--- src/rtl/pwmt_pkg.sv ---
package pwmt_pkg;
   // register addresses
   localparam logic [3:0] ADR_CTRL  = 4'd0;
   localparam logic [3:0] ADR_PRESC = 4'd1;
   localparam logic [3:0] ADR_ACT   = 4'd2;
   localparam logic [3:0] ADR_FCLR  = 4'd3;
   localparam logic [3:0] ADR_REL   = 4'd4;
   localparam logic [3:0] ADR_OE    = 4'd5;
   // action bit positions inside each 3-bit group
   localparam int ACT_IRQ  = 0;
   localparam int ACT_RST  = 1;
   localparam int ACT_STOP = 2;
   localparam int MAX_MATCH = 8;

   typedef struct packed {
      logic pwm;
      logic hold;
      logic en;
   } ctrl_t;
endpackage

--- src/rtl/pwmt_prescaler.sv ---
module pwmt_prescaler #(
   parameter int PS_W = 32
) (
   input  logic            clk,
   input  logic            rst_n,
   input  logic            run,
   input  logic            hold,
   input  logic [PS_W-1:0] limit,
   output logic            tick
);
   logic [PS_W-1:0] pc_q;

   assign tick = run && (pc_q == limit);

   always_ff @(posedge clk or negedge rst_n) begin
      if (!rst_n)      pc_q <= '0;
      else if (hold)   pc_q <= '0;
      else if (tick)   pc_q <= '0;
      else if (run)    pc_q <= pc_q + 1'b1;
   end
endmodule

--- src/rtl/pwmt_match_bank.sv ---
module pwmt_match_bank #(
   parameter int NM    = 5,
   parameter int CNT_W = 32
) (
   input  logic                     clk,
   input  logic                     rst_n,
   input  logic                     pwm_mode,
   input  logic                     wr_en,
   input  logic [2:0]               wr_idx,
   input  logic [CNT_W-1:0]         wr_val,
   input  logic [NM-1:0]            rel_set,
   input  logic [CNT_W-1:0]         count,
   input  logic                     tick,
   output logic [NM-1:0][CNT_W-1:0] act_o,
   output logic [NM-1:0]            hit_o,
   output logic [NM-1:0]            rel_o,
   output logic                     xfer_o
);
   logic [NM-1:0][CNT_W-1:0] shd_q;
   logic [NM-1:0]            rel_q;

   assign xfer_o = pwm_mode && hit_o[0];
   assign rel_o  = rel_q;

   for (genvar i = 0; i < NM; i++) begin : g_slot
      logic sel;
      assign sel      = wr_en && (wr_idx == 3'(i));
      assign hit_o[i] = tick && (count == act_o[i]);

      always_ff @(posedge clk or negedge rst_n) begin
         if (!rst_n) begin
            shd_q[i] <= '0;
            act_o[i] <= '0;
         end else begin
            if (sel) shd_q[i] <= wr_val;
            if (sel && !pwm_mode)          act_o[i] <= wr_val;
            else if (xfer_o && rel_q[i])   act_o[i] <= shd_q[i];
         end
      end
   end

   always_ff @(posedge clk or negedge rst_n) begin
      if (!rst_n)      rel_q <= '0;
      else if (xfer_o) rel_q <= rel_set;
      else             rel_q <= rel_q | rel_set;
   end
endmodule

--- src/rtl/pwmt_channel.sv ---
module pwmt_channel #(
   parameter int CNT_W = 32
) (
   input  logic [CNT_W-1:0] count,
   input  logic [CNT_W-1:0] duty,
   input  logic [CNT_W-1:0] period,
   input  logic             enable,
   output logic             out
);
   logic nonzero, full, before_edge;

   assign nonzero     = (duty != '0);
   assign full        = (duty >= period);
   assign before_edge = (count < duty);
   assign out         = enable && nonzero && (full || before_edge);
endmodule

--- src/rtl/pwm_match_timer.sv ---
module pwm_match_timer
   import pwmt_pkg::*;
#(
   parameter int N_CH   = 4,
   parameter int CNT_W  = 32,
   parameter int PS_W   = 32,
   parameter int DATA_W = 32
) (
   input  logic              clk,
   input  logic              rst_n,
   input  logic              wr_en,
   input  logic [3:0]        wr_addr,
   input  logic [DATA_W-1:0] wr_data,
   output logic [CNT_W-1:0]  count_o,
   output logic [N_CH-1:0]   pwm_o,
   output logic [N_CH:0]     flags_o,
   output logic              irq_o,
   output logic              running_o
);
   localparam int NM    = N_CH + 1;
   localparam int ACT_W = 3 * NM;

   if (NM > MAX_MATCH) begin : g_bad_nm
      $error("pwm_match_timer: N_CH must not exceed %0d", MAX_MATCH - 1);
   end
   if (CNT_W > DATA_W || PS_W > DATA_W) begin : g_bad_w
      $error("pwm_match_timer: CNT_W and PS_W must fit in DATA_W");
   end
   if (ACT_W > DATA_W || N_CH < 1) begin : g_bad_act
      $error("pwm_match_timer: action field does not fit in DATA_W");
   end

   ctrl_t             ctrl_q;
   logic [PS_W-1:0]   ps_q;
   logic [ACT_W-1:0]  cfg_q;
   logic [N_CH-1:0]   oe_q;
   logic [NM-1:0]     flags_q;
   logic [CNT_W-1:0]  count_q;

   logic                     run, tick, xfer;
   logic [NM-1:0]            hit, rel_q, rel_set;
   logic [NM-1:0]            irq_m, rst_m, stop_m;
   logic [NM-1:0][CNT_W-1:0] act;
   logic                     stop_any, rst_any;
   logic                     wr_ctrl, wr_match;

   assign run      = ctrl_q.en && !ctrl_q.hold;
   assign wr_ctrl  = wr_en && (wr_addr == ADR_CTRL);
   assign wr_match = wr_en && wr_addr[3];
   assign rel_set  = (wr_en && wr_addr == ADR_REL) ? wr_data[NM-1:0] : '0;

   for (genvar i = 0; i < NM; i++) begin : g_cfg
      assign irq_m[i]  = cfg_q[3*i + ACT_IRQ];
      assign rst_m[i]  = cfg_q[3*i + ACT_RST];
      assign stop_m[i] = cfg_q[3*i + ACT_STOP];
   end

   assign stop_any = |(hit & stop_m);
   assign rst_any  = |(hit & rst_m) || xfer;

   pwmt_prescaler #(.PS_W(PS_W)) u_presc (
      .clk(clk), .rst_n(rst_n), .run(run), .hold(ctrl_q.hold),
      .limit(ps_q), .tick(tick)
   );

   pwmt_match_bank #(.NM(NM), .CNT_W(CNT_W)) u_bank (
      .clk(clk), .rst_n(rst_n), .pwm_mode(ctrl_q.pwm),
      .wr_en(wr_match), .wr_idx(wr_addr[2:0]), .wr_val(wr_data[CNT_W-1:0]),
      .rel_set(rel_set), .count(count_q), .tick(tick),
      .act_o(act), .hit_o(hit), .rel_o(rel_q), .xfer_o(xfer)
   );

   for (genvar k = 0; k < N_CH; k++) begin : g_ch
      pwmt_channel #(.CNT_W(CNT_W)) u_ch (
         .count(count_q), .duty(act[k+1]), .period(act[0]),
         .enable(ctrl_q.pwm && oe_q[k]), .out(pwm_o[k])
      );
   end

   always_ff @(posedge clk or negedge rst_n) begin
      if (!rst_n) begin
         ctrl_q <= '0;
         ps_q   <= '0;
         cfg_q  <= '0;
         oe_q   <= '0;
      end else begin
         if (wr_ctrl) ctrl_q <= ctrl_t'(wr_data[2:0]);
         if (stop_any) ctrl_q.en <= 1'b0;
         if (wr_en && wr_addr == ADR_PRESC) ps_q  <= wr_data[PS_W-1:0];
         if (wr_en && wr_addr == ADR_ACT)   cfg_q <= wr_data[ACT_W-1:0];
         if (wr_en && wr_addr == ADR_OE)    oe_q  <= wr_data[N_CH-1:0];
      end
   end

   always_ff @(posedge clk or negedge rst_n) begin
      if (!rst_n)           count_q <= '0;
      else if (ctrl_q.hold) count_q <= '0;
      else if (tick) begin
         if (rst_any)        count_q <= '0;
         else if (!stop_any) count_q <= count_q + 1'b1;
      end
   end

   always_ff @(posedge clk or negedge rst_n) begin
      if (!rst_n) flags_q <= '0;
      else begin
         logic [NM-1:0] clr;
         clr = (wr_en && wr_addr == ADR_FCLR) ? wr_data[NM-1:0] : '0;
         flags_q <= (flags_q & ~clr) | (hit & irq_m);
      end
   end

   assign count_o   = count_q;
   assign flags_o   = flags_q;
   assign irq_o     = |flags_q;
   assign running_o = run;
endmodule

--- config.mk ---
export PLATFORM = sky130hd
export DESIGN_NAME = pwm_match_timer
export DESIGN_NICKNAME = d
export VERILOG_FILES = /design/src/rtl/pwmt_pkg.sv /design/src/rtl/pwmt_prescaler.sv /design/src/rtl/pwmt_match_bank.sv /design/src/rtl/pwmt_channel.sv /design/src/rtl/pwm_match_timer.sv
export SDC_FILE = /design/constraint.sdc
export NUM_CORES = 1
export LEC_CHECK = 0
export CAP_MARGIN = 20
export CORE_ASPECT_RATIO = 1.5
export CORE_UTILIZATION = 50
export CTS_CLUSTER_SIZE = 20
export DETAILED_ROUTE_END_ITERATION = 10
export HOLD_SLACK_MARGIN = 0.15
export MAX_ROUTING_LAYER = met4
export PLACE_DENSITY = 0.75
export SYNTH_ARGS = -nofsm -noshare
export SYNTH_HDL_FRONTEND = slang
export SYNTH_SLANG_ARGS = --single-unit
export TNS_END_PERCENT = 100
--- constraint.sdc ---
create_clock -name clk -period 6.1 [get_ports clk]
set_input_delay 0.915 -clock clk [delete_from_list [all_inputs] [get_ports clk]]
set_output_delay 0.915 -clock clk [all_outputs]
set_load 0.01 [all_outputs]
==> After elaboration in Yosys (flattened, before gate mapping) <==
Cells that the tools add are included.
{ "word_totals": {"reg_bits": 448, "input_bits": 39, "out_inout_bits": 43, "elab_cells": 142} }
{ "classes": {"n_addsub": 2, "magnitude_cmp": 8, "n_eq_ne": 16, "mux": 22, "bitwise": 7, "reduce_logical": 67} }
{ "ops": {"columns": ["cell", "count"], "rows": [
  ["two-way mux 32 bit", 17],
  ["== test 32 bit", 6],
  ["greater-or-equal comparator 32 bit", 4],
  ["less-than comparator 32 bit", 4],
  ["nonzero test 32 bit", 4],
  ["adder 32 x 1 -> 32 bit, second input constant", 2],
  ["logical AND 1 bit", 42],
  ["AND 5 bit", 4],
  ["two-way mux 5 bit", 3],
  ["OR reduction 5 bit", 3],
  ["nonzero test 2 bit", 7],
  ["OR 5 bit", 2],
  ["== test 4 x 2 -> 1 bit, second input constant", 2],
  ["== test 4 x 3 -> 1 bit, second input constant", 2],
  ["== test 3 x 2 -> 1 bit, second input constant", 2],
  ["logical OR 1 bit", 5],
  ["NOT 5 bit", 1],
  ["== test 4 x 1 -> 1 bit, second input constant", 1],
  ["zero test 4 bit", 1],
  ["== test 3 x 1 -> 1 bit, second input constant", 1],
  ["== test 3 bit, second input constant", 1],
  ["zero test 3 bit", 1],
  ["inequality test 3 x 2 -> 1 bit, second input constant", 1],
  ["nonzero test 3 bit", 1],
  ["other kinds (3)", 5]
]} }

==> Logic depth before layout (Yosys ltp) <==
Gate-level depths: netlist of run 1.
{ "depth": {"word_depth": 10, "ltp_mapped": 10, "depth_no_buf": 9} }

==> Cells and area by module <==
A second synthesis of run 1 with hierarchy kept.
{ "hier_totals": {"cells_unflattened": 3160, "area_unflattened_um2": 29343.1} }
{ "modules_own_cells": {"columns": ["mod", "n_inst", "cells_per_inst", "area_each_um2", "seq_area_each_um2"], "rows": [
  ["pwmt_match_bank", 1, 1619, 16300.6, 8132.8],
  ["pwmt_channel", 4, 232, 1636.6, 0.0],
  ["pwm_match_timer", 1, 360, 4211.5, 2277.2],
  ["pwmt_prescaler", 1, 253, 2284.7, 800.8]
]} }

==> Worst setup path after synthesis of run 1 <==
OpenSTA, ideal clock, no wires.
{ "synth_path": {"kind": "reg2out", "startpoint": "reg count_q[1], in the netlist count_o[1]", "endpoint": "out pwm_o[3]", "arrival_time_ps": 2352, "required_time_ps": 5185, "slack_ps": 2833, "stages_incl_launch_ff": 10, "n_path_buf": 1, "cell_sequence": "dfrtp_1 -> ha_1 -> nor2b_1 -> o21a_1 -> o21a_1 -> o21ai_0 -> a21oi_1 -> o41a_1 -> o41ai_1 -> buf_4"} }
{ "synth_between": {"elab_chain_len": 3} }
{ "synth_rtl": {"columns": ["element", "line_no", "source"], "rows": [
  ["start: declaration", "pwm_match_timer.sv:38", "logic [CNT_W-1:0] count_q;"],
  ["start signal: assignment", "pwm_match_timer.sv:100", "else if (!stop_any) count_q <= count_q + 1'b1;"],
  ["less-than comparator 32 bit", "pwmt_channel.sv:14", "assign before_edge = (count < duty);"],
  ["logical OR 1 bit", "pwmt_channel.sv:15", "assign out = enable && nonzero && (full || before_edge);"],
  ["logical AND 1 bit", "pwmt_channel.sv:15", null],
  ["end: declaration", "pwm_match_timer.sv:15", "output logic [N_CH-1:0] pwm_o,"]
]} }
No other way between the ends.

==> Worst setup path after layout of run 1 <==
{ "layout_path": {"startpoint": "reg u_bank.act_o[0] (netlist name)", "endpoint": "out pwm_o[0]"} }
{ "layout_between": {"elab_chain_len": 3} }
{ "layout_rtl": {"columns": ["element", "line_no", "source"], "rows": [
  ["start: declaration", "pwmt_match_bank.sv:14", "output logic [NM-1:0][CNT_W-1:0] act_o,"],
  ["start signal: indexed assignment", "pwmt_match_bank.sv:36", "if (sel && !pwm_mode) act_o[i] <= wr_val;"],
  ["start signal: indexed assignment", "pwmt_match_bank.sv:37", "else if (xfer_o && rel_q[i]) act_o[i] <= shd_q[i];"],
  ["greater-or-equal comparator 32 bit", "pwmt_channel.sv:13", "assign full = (duty >= period);"],
  ["logical OR 1 bit", "pwmt_channel.sv:15", null],
  ["logical AND 1 bit", "pwmt_channel.sv:15", null]
]} }
No other way between the ends.

==> out/metrics.cfg, run 1 <==
[outcome]
status=completed

[cts]
cts-buffers-inserted=46
cts_buffer_depth=3
hold_buffers=0
root_buffer=clkbuf_16
clk_pin_slew_ns=0.07
cts_tree=yes
cts_setup_buffers=0
cts.sinks=448
cts_htree_levels=2
cts.repair.resized=0
insertion_delay_ns=0.61

[global_routing]
grt_overflow=0
grt_max_degree=148
grt_usage=0.365
antenna_found_initial=2
grt_pass1_vias=22259
grt_first_pass_wirelength_mm=142

[detailed_routing]
routed_wl_mm=95.5
drt_iter0_drc=1803
drtAntennaViolNets=0
routedWlPerCell_um=28.1
viasPerCell=6.39
vias=21758
drc=0
dr.pass1.iters=5

[finish]
instances_no_fill=3404
fillers=4544
syn_to_final_growth_pct=12.0
fin_nets=2982
drive_gt1_frac=0.129

[worst_setup_path]
worstPathMaxFanout=6
cp-start-kind=flop
arrival_ns=4.54
crit_type=flop to output pin
cp.required_ns=5.18
end_kind=output pin

[timing]
worst_slew_pin_slew_ns=1.24
relSlewSlack=0.170
fin_crit_ns=5.45
grt_setup_unrepaired=false
final-hold-violation-count=0
report.final.slew_viol_count=0
tns_ns=0
setup_slack_ns=0.649
finalSetupViolCount=0
fin_crit_sh=0.894
finClkSkew_ns=0.0151
fmax_mhz=183

[pwr]
combPwrFrac=0.266
max-vdd-ir-drop_v=0.000286
p_int_w=0.00670
seqPwrFrac=0.427
clkPwrFrac=0.307
power_w=0.0103
power.switching_w=0.00364
power_leakage_nw=14.6
switching_share=0.352
power.density_mw_per_mm2=344

[die]
num_io_pins=82
dieHeight_um=286
die_area_mm2=0.0546
initial_core_util=0.507
fp-row-count=103
core_mm2=0.0528
die_w_um=191

[min_path]
holdCritPathClass=primary input to asynchronous set/reset pin

[placement]
port-buffer-count=81
post-place-cells=3315
hpwl_mm=70.3
routabilityCongestion=1.03
dpl_worst_slack_ns=1.39

[synthesis]
ys_ff_latch=448
synth_area_leader_cell=dfrtp_1
netlist_top_cells_area=dfrtp_1 (42%), ha_1 (12%), mux2_2 (8.9%), mux2i_1 (6.1%), o21ai_0 (4.2%)
mappedNetlistArea_mm2=0.0268
ys_seq_area_frac=0.418
synth_ff_type=dfrtp_1
synth.most_common_cell=dfrtp_1
synth_top_area_frac=0.418
postSynth.asyncResetShare=1.00
synth_cells=2650
synth.distinct_cells=66
ys_top_cells_by_count=dfrtp_1 (448), ha_1 (258), nand2_1 (242)
yosys_warnings=0
syn_avg_cell_area_um2=10.1
synth_nets=2947
synth_edf_count=0

[run]
cap_violations=0

-- registers in the layout, summed over array words and instances, names as in the netlist --
name / flops
u_bank.act_o: 160
u_bank.shd_q: 160
ps_q: 32
flags_o: 5
ctrl_q: 3
count_o: 32
u_bank.rel_o: 5
cfg_q: 15
oe_q: 4
u_presc.pc_q: 32
-- metrics by stage --
step                      utilization  hold slack [ns]  cell area (µm²)
after floorplan                     -            0.467            26800
after global placement          0.535            0.485            28300
after detailed placement        0.535            0.488            28300
after CTS                       0.567            0.410            30000
after global routing            0.568            0.426            30000
final                           0.568            0.334            30000
-- critical path, cell delays in order, from the launching register on --
cell and delay, ns:
dfrtp_1 0.49, ha_1 0.33, nand2b_1 0.14, a2111oi_0 0.82
o211ai_1 0.23, a211oi_1 0.52, nor3b_1 0.13, o31ai_1 0.47
a31oi_1 0.27, clkdlybuf4s50_1 0.54
-- path summary, 6_finish.rpt --
path,cells past startpoint,start,slack [ns],to
worst max-delay path,9,u_bank.act_o[0]$_DFFE_PN0P_,0.65,pwm_o[0]
worst min-delay path,1,rst_n,0.33,u_presc.pc_q[18]$_DFFE_PN0P_
worst max register to register,8,count_o[9]$_DFFE_PN0P_,1.75,u_bank.act_o[15]$_DFFE_PN0P_
worst min register to register,1,u_bank.shd_q[25]$_DFFE_PN0P_,0.50,u_bank.shd_q[25]$_DFFE_PN0P_
max in group asynchronous,2,rst_n,4.31,u_bank.shd_q[67]$_DFFE_PN0P_
min in group clk,1,u_bank.shd_q[25]$_DFFE_PN0P_,0.50,u_bank.shd_q[25]$_DFFE_PN0P_
-- per-layer routing --
metal  up-vias  part of all wire  track usage
li1       9658                 -            -
met1     10920              0.37        0.407
met2       839              0.49        0.612
met3       341             0.053       0.0411
met4         0             0.083        0.247
met5         -                 0            -
-- power by group through the flow --
| stage | combinational, W | sequential (W) | clock [W] |
|---|---|---|---|
| floorplan | 0.00188 | 0.00405 | 0 |
| global placement | 0.00260 | 0.00440 | 0 |
| detailed placement | 0.00271 | 0.00444 | 0 |
| CTS | 0.00273 | 0.00439 | 0.00322 |
| global route | 0.00306 | 0.00447 | 0.00333 |
| finish | 0.00275 | 0.00442 | 0.00318 |
-- layout make-up --
type	count	area (µm²)	area share
Multi-Input combinational cell	1887	14400	0.480
Sequential cell	448	11200	0.373
Tap cell	682	853	0.0284
Timing Repair Buffer	121	1180	0.0393
Clock buffer	56	1220	0.0406
Inverter	181	679	0.0226
Clock inverter	28	462	0.0154
Antenna cell	1	2.50	0.0000833
-- kinds of logic (layout without fill, tap and decap cells) --
| family | Yosys count | after routing | synth area share |
|---|---|---|---|
| other | 0 | 1 | 0 |
| AOI/OAI and AO/OA | 475 | 475 | 0.108 |
| xor gates and xnor gates | 86 | 86 | 0.0281 |
| muxes | 376 | 376 | 0.150 |
| DFF | 448 | 448 | 0.418 |
| buffers and inverters | 315 | 386 | 0.0457 |
| adders and majority gates | 258 | 258 | 0.120 |
| and+or+nand+nor | 692 | 692 | 0.129 |
-- cell usage in the layout (no fill, tap or decap), types with 17 or more instances in the layout --
master           netlist  final
clkdlybuf4s50_1        0     80
mux2i_1              163    163
xnor2_1               37     37
nand4_1              119    119
a21oi_1               76     76
dfrtp_1              448    448
mux2_2               213    213
ha_1                 258    258
xor2_1                49     49
nor2_1                92     88
nor3_1                32     31
or4_1                 17     17
nor4_1                56     56
o21ai_0              224    224
clkbuf_16              0     46
inv_1                181    181
nand2_1              242    241
buf_4                  4     32
a21o_1                54     54
o211ai_1              19     19
nand3_1               52     52
No activity file was read; power rests on OpenSTA's default activity.
==> inputs of run 2 (changes only) <==
Clock period 6.1 ns to 5.5 ns, I/O delays scaled along.
==> run 2 against run 1 <==
  * Final cell count is 0.26% higher
  * Non-clock buffer count is 10 higher
  * Combinational power is 12% higher
  * Global-route usage up 0.13 points
  * Largest power group unchanged
  * Cell area fell by 0.36%
==> out/metrics.cfg, run 2 (synthesis results as in run 1) <==
[global_routing]
grt_usage=0.367
grt_overflow=0
antenna_found_initial=5
grt_first_pass_wirelength_mm=142
grt_pass1_vias=21943
grt_max_degree=118

[timing]
tns_ns=0
fin_crit_ns=5.12
hold_slack_ns=0.221
fin_crit_sh=0.931
grt_setup_unrepaired=false
report.final.slew_viol_count=0
finalSetupViolCount=0
relSlewSlack=0.202
final-hold-violation-count=0
fmax_mhz=195
worst_slew_pin_slew_ns=1.19
finClkSkew_ns=0.0261

[finish]
fin_nets=2991
drive_gt1_frac=0.131
mostFrequentLayoutCells=dfrtp_1 (448), ha_1 (258), nand2_1 (241), o21ai_0 (224), mux2_2 (213)
final_common_cell=dfrtp_1
syn_to_final_growth_pct=11.6
fillers=4588
reg.largest.list=u_bank.act_o (160), u_bank.shd_q (160)
instances_no_fill=3413

[detailed_routing]
drc=0
viasPerCell=6.35
routedWlPerCell_um=28.0
routed_wl_mm=95.7
drtAntennaViolNets=0
drt_iter0_drc=1505
dr.pass1.iters=7
vias=21662

[run]
cap_violations=0

[cts]
cts.sinks=448
cts-buffers-inserted=45
cts_buffer_depth=3
cts_setup_buffers=0
cts_htree_levels=2
cts.repair.resized=0
hold_buffers=0
cts_tree=yes
root_buffer=clkbuf_16
clk_pin_slew_ns=0.07
insertion_delay_ns=0.60

[worst_setup_path]
ff2ff_path_depth=8
end_kind=output pin
arrival_ns=4.29
path_common_cell=a21o_1
cp-start-kind=flop
crit_type=flop to output pin
crit_path_top_delay_cell=a2111oi_0
max_stage_delay_ns=0.77
worstPathMaxFanout=9
cp.required_ns=4.68
crit_chain=ha_1 -> a21o_1 -> a21o_1 -> a21oi_1 -> nor2_1 -> a2111oi_0 -> o21ai_0 -> o32ai_1 -> clkdlybuf4s50_1

[placement]
hpwl_mm=71.8
port-buffer-count=81
routabilityCongestion=1.04
post-place-cells=3329

[min_path]
holdCritPathClass=primary input to asynchronous set/reset pin

[die]
dieHeight_um=286
fp-row-count=103
core_mm2=0.0528
die_w_um=191
num_io_pins=82
initial_core_util=0.507
die_area_mm2=0.0546

[pwr]
max-vdd-ir-drop_v=0.000303
power_w=0.0112
power.density_mw_per_mm2=374
power_leakage_nw=14.6

[outcome]
status=completed

==> run 2: layer usage <==
metal	vias up	global-route usage	share of wire
li1	9678	-	-
met1	10789	0.403	0.37
met2	852	0.610	0.49
met3	343	0.0497	0.054
met4	0	0.258	0.085
met5	-	-	0
==> run 2: final cells by class <==
type                            instances  area [µm²]  area share
Antenna cell                            3        7.51    0.000251
Clock buffer                           63        1270      0.0426
Clock inverter                         18         250     0.00836
Inverter                              181         679      0.0227
Multi-Input combinational cell       1887       14400       0.482
Sequential cell                       448       11200       0.375
Tap cell                              682         853      0.0285
Timing Repair Buffer                  131        1220      0.0406
==> run 2: power breakdown <==
part	internal (W)	switching (W)
registers	0.00401	0.000879
clock network	0.00186	0.00138
logic	0.00136	0.00172
total	0.00723	0.00398
==> run 2: path summary, 6_finish.rpt <==
| path | to | slack [ns] | from |
|---|---|---|---|
| max reg2reg | u_bank.act_o[8]$_DFFE_PN0P_ | 1.15 | count_o[21]$_DFFE_PN0P_ |
| max | pwm_o[1] | 0.38 | count_o[25]$_DFFE_PN0P_ |
| min | u_presc.pc_q[3]$_DFFE_PN0P_ | 0.22 | rst_n |
| min reg2reg | u_bank.rel_o[0]$_DFF_PN0_ | 0.50 | u_bank.rel_o[0]$_DFF_PN0_ |
| max in group asynchronous | ps_q[23]$_DFFE_PN0P_ | 4.05 | rst_n |
| min in group clk | u_bank.rel_o[0]$_DFF_PN0_ | 0.50 | u_bank.rel_o[0]$_DFF_PN0_ |
==> run 2: critical path, delay by kind of cell, from the launching register on <==
kind | cells | cell delay, ns
AOI/OAI and AO/OA | 6 | 1.97
DFF | 1 | 0.67
adders and majority gates | 1 | 0.34
and+or+nand+nor | 1 | 0.05
buffers and inverters | 1 | 0.66
==> run 2: metrics by stage <==
| step | worst slack, ns | instance area [µm²] | utilization |
|---|---|---|---|
| 2_1_floorplan | 2.32 | 26800 | - |
| 3_3_place_gp | 1.06 | 28400 | 0.537 |
| 3_5_place_dp | 1.15 | 28400 | 0.537 |
| 4_1_cts | 0.470 | 29900 | 0.566 |
| 5_1_grt | 0.247 | 29900 | 0.566 |
| 6_report | 0.381 | 29900 | 0.566 |
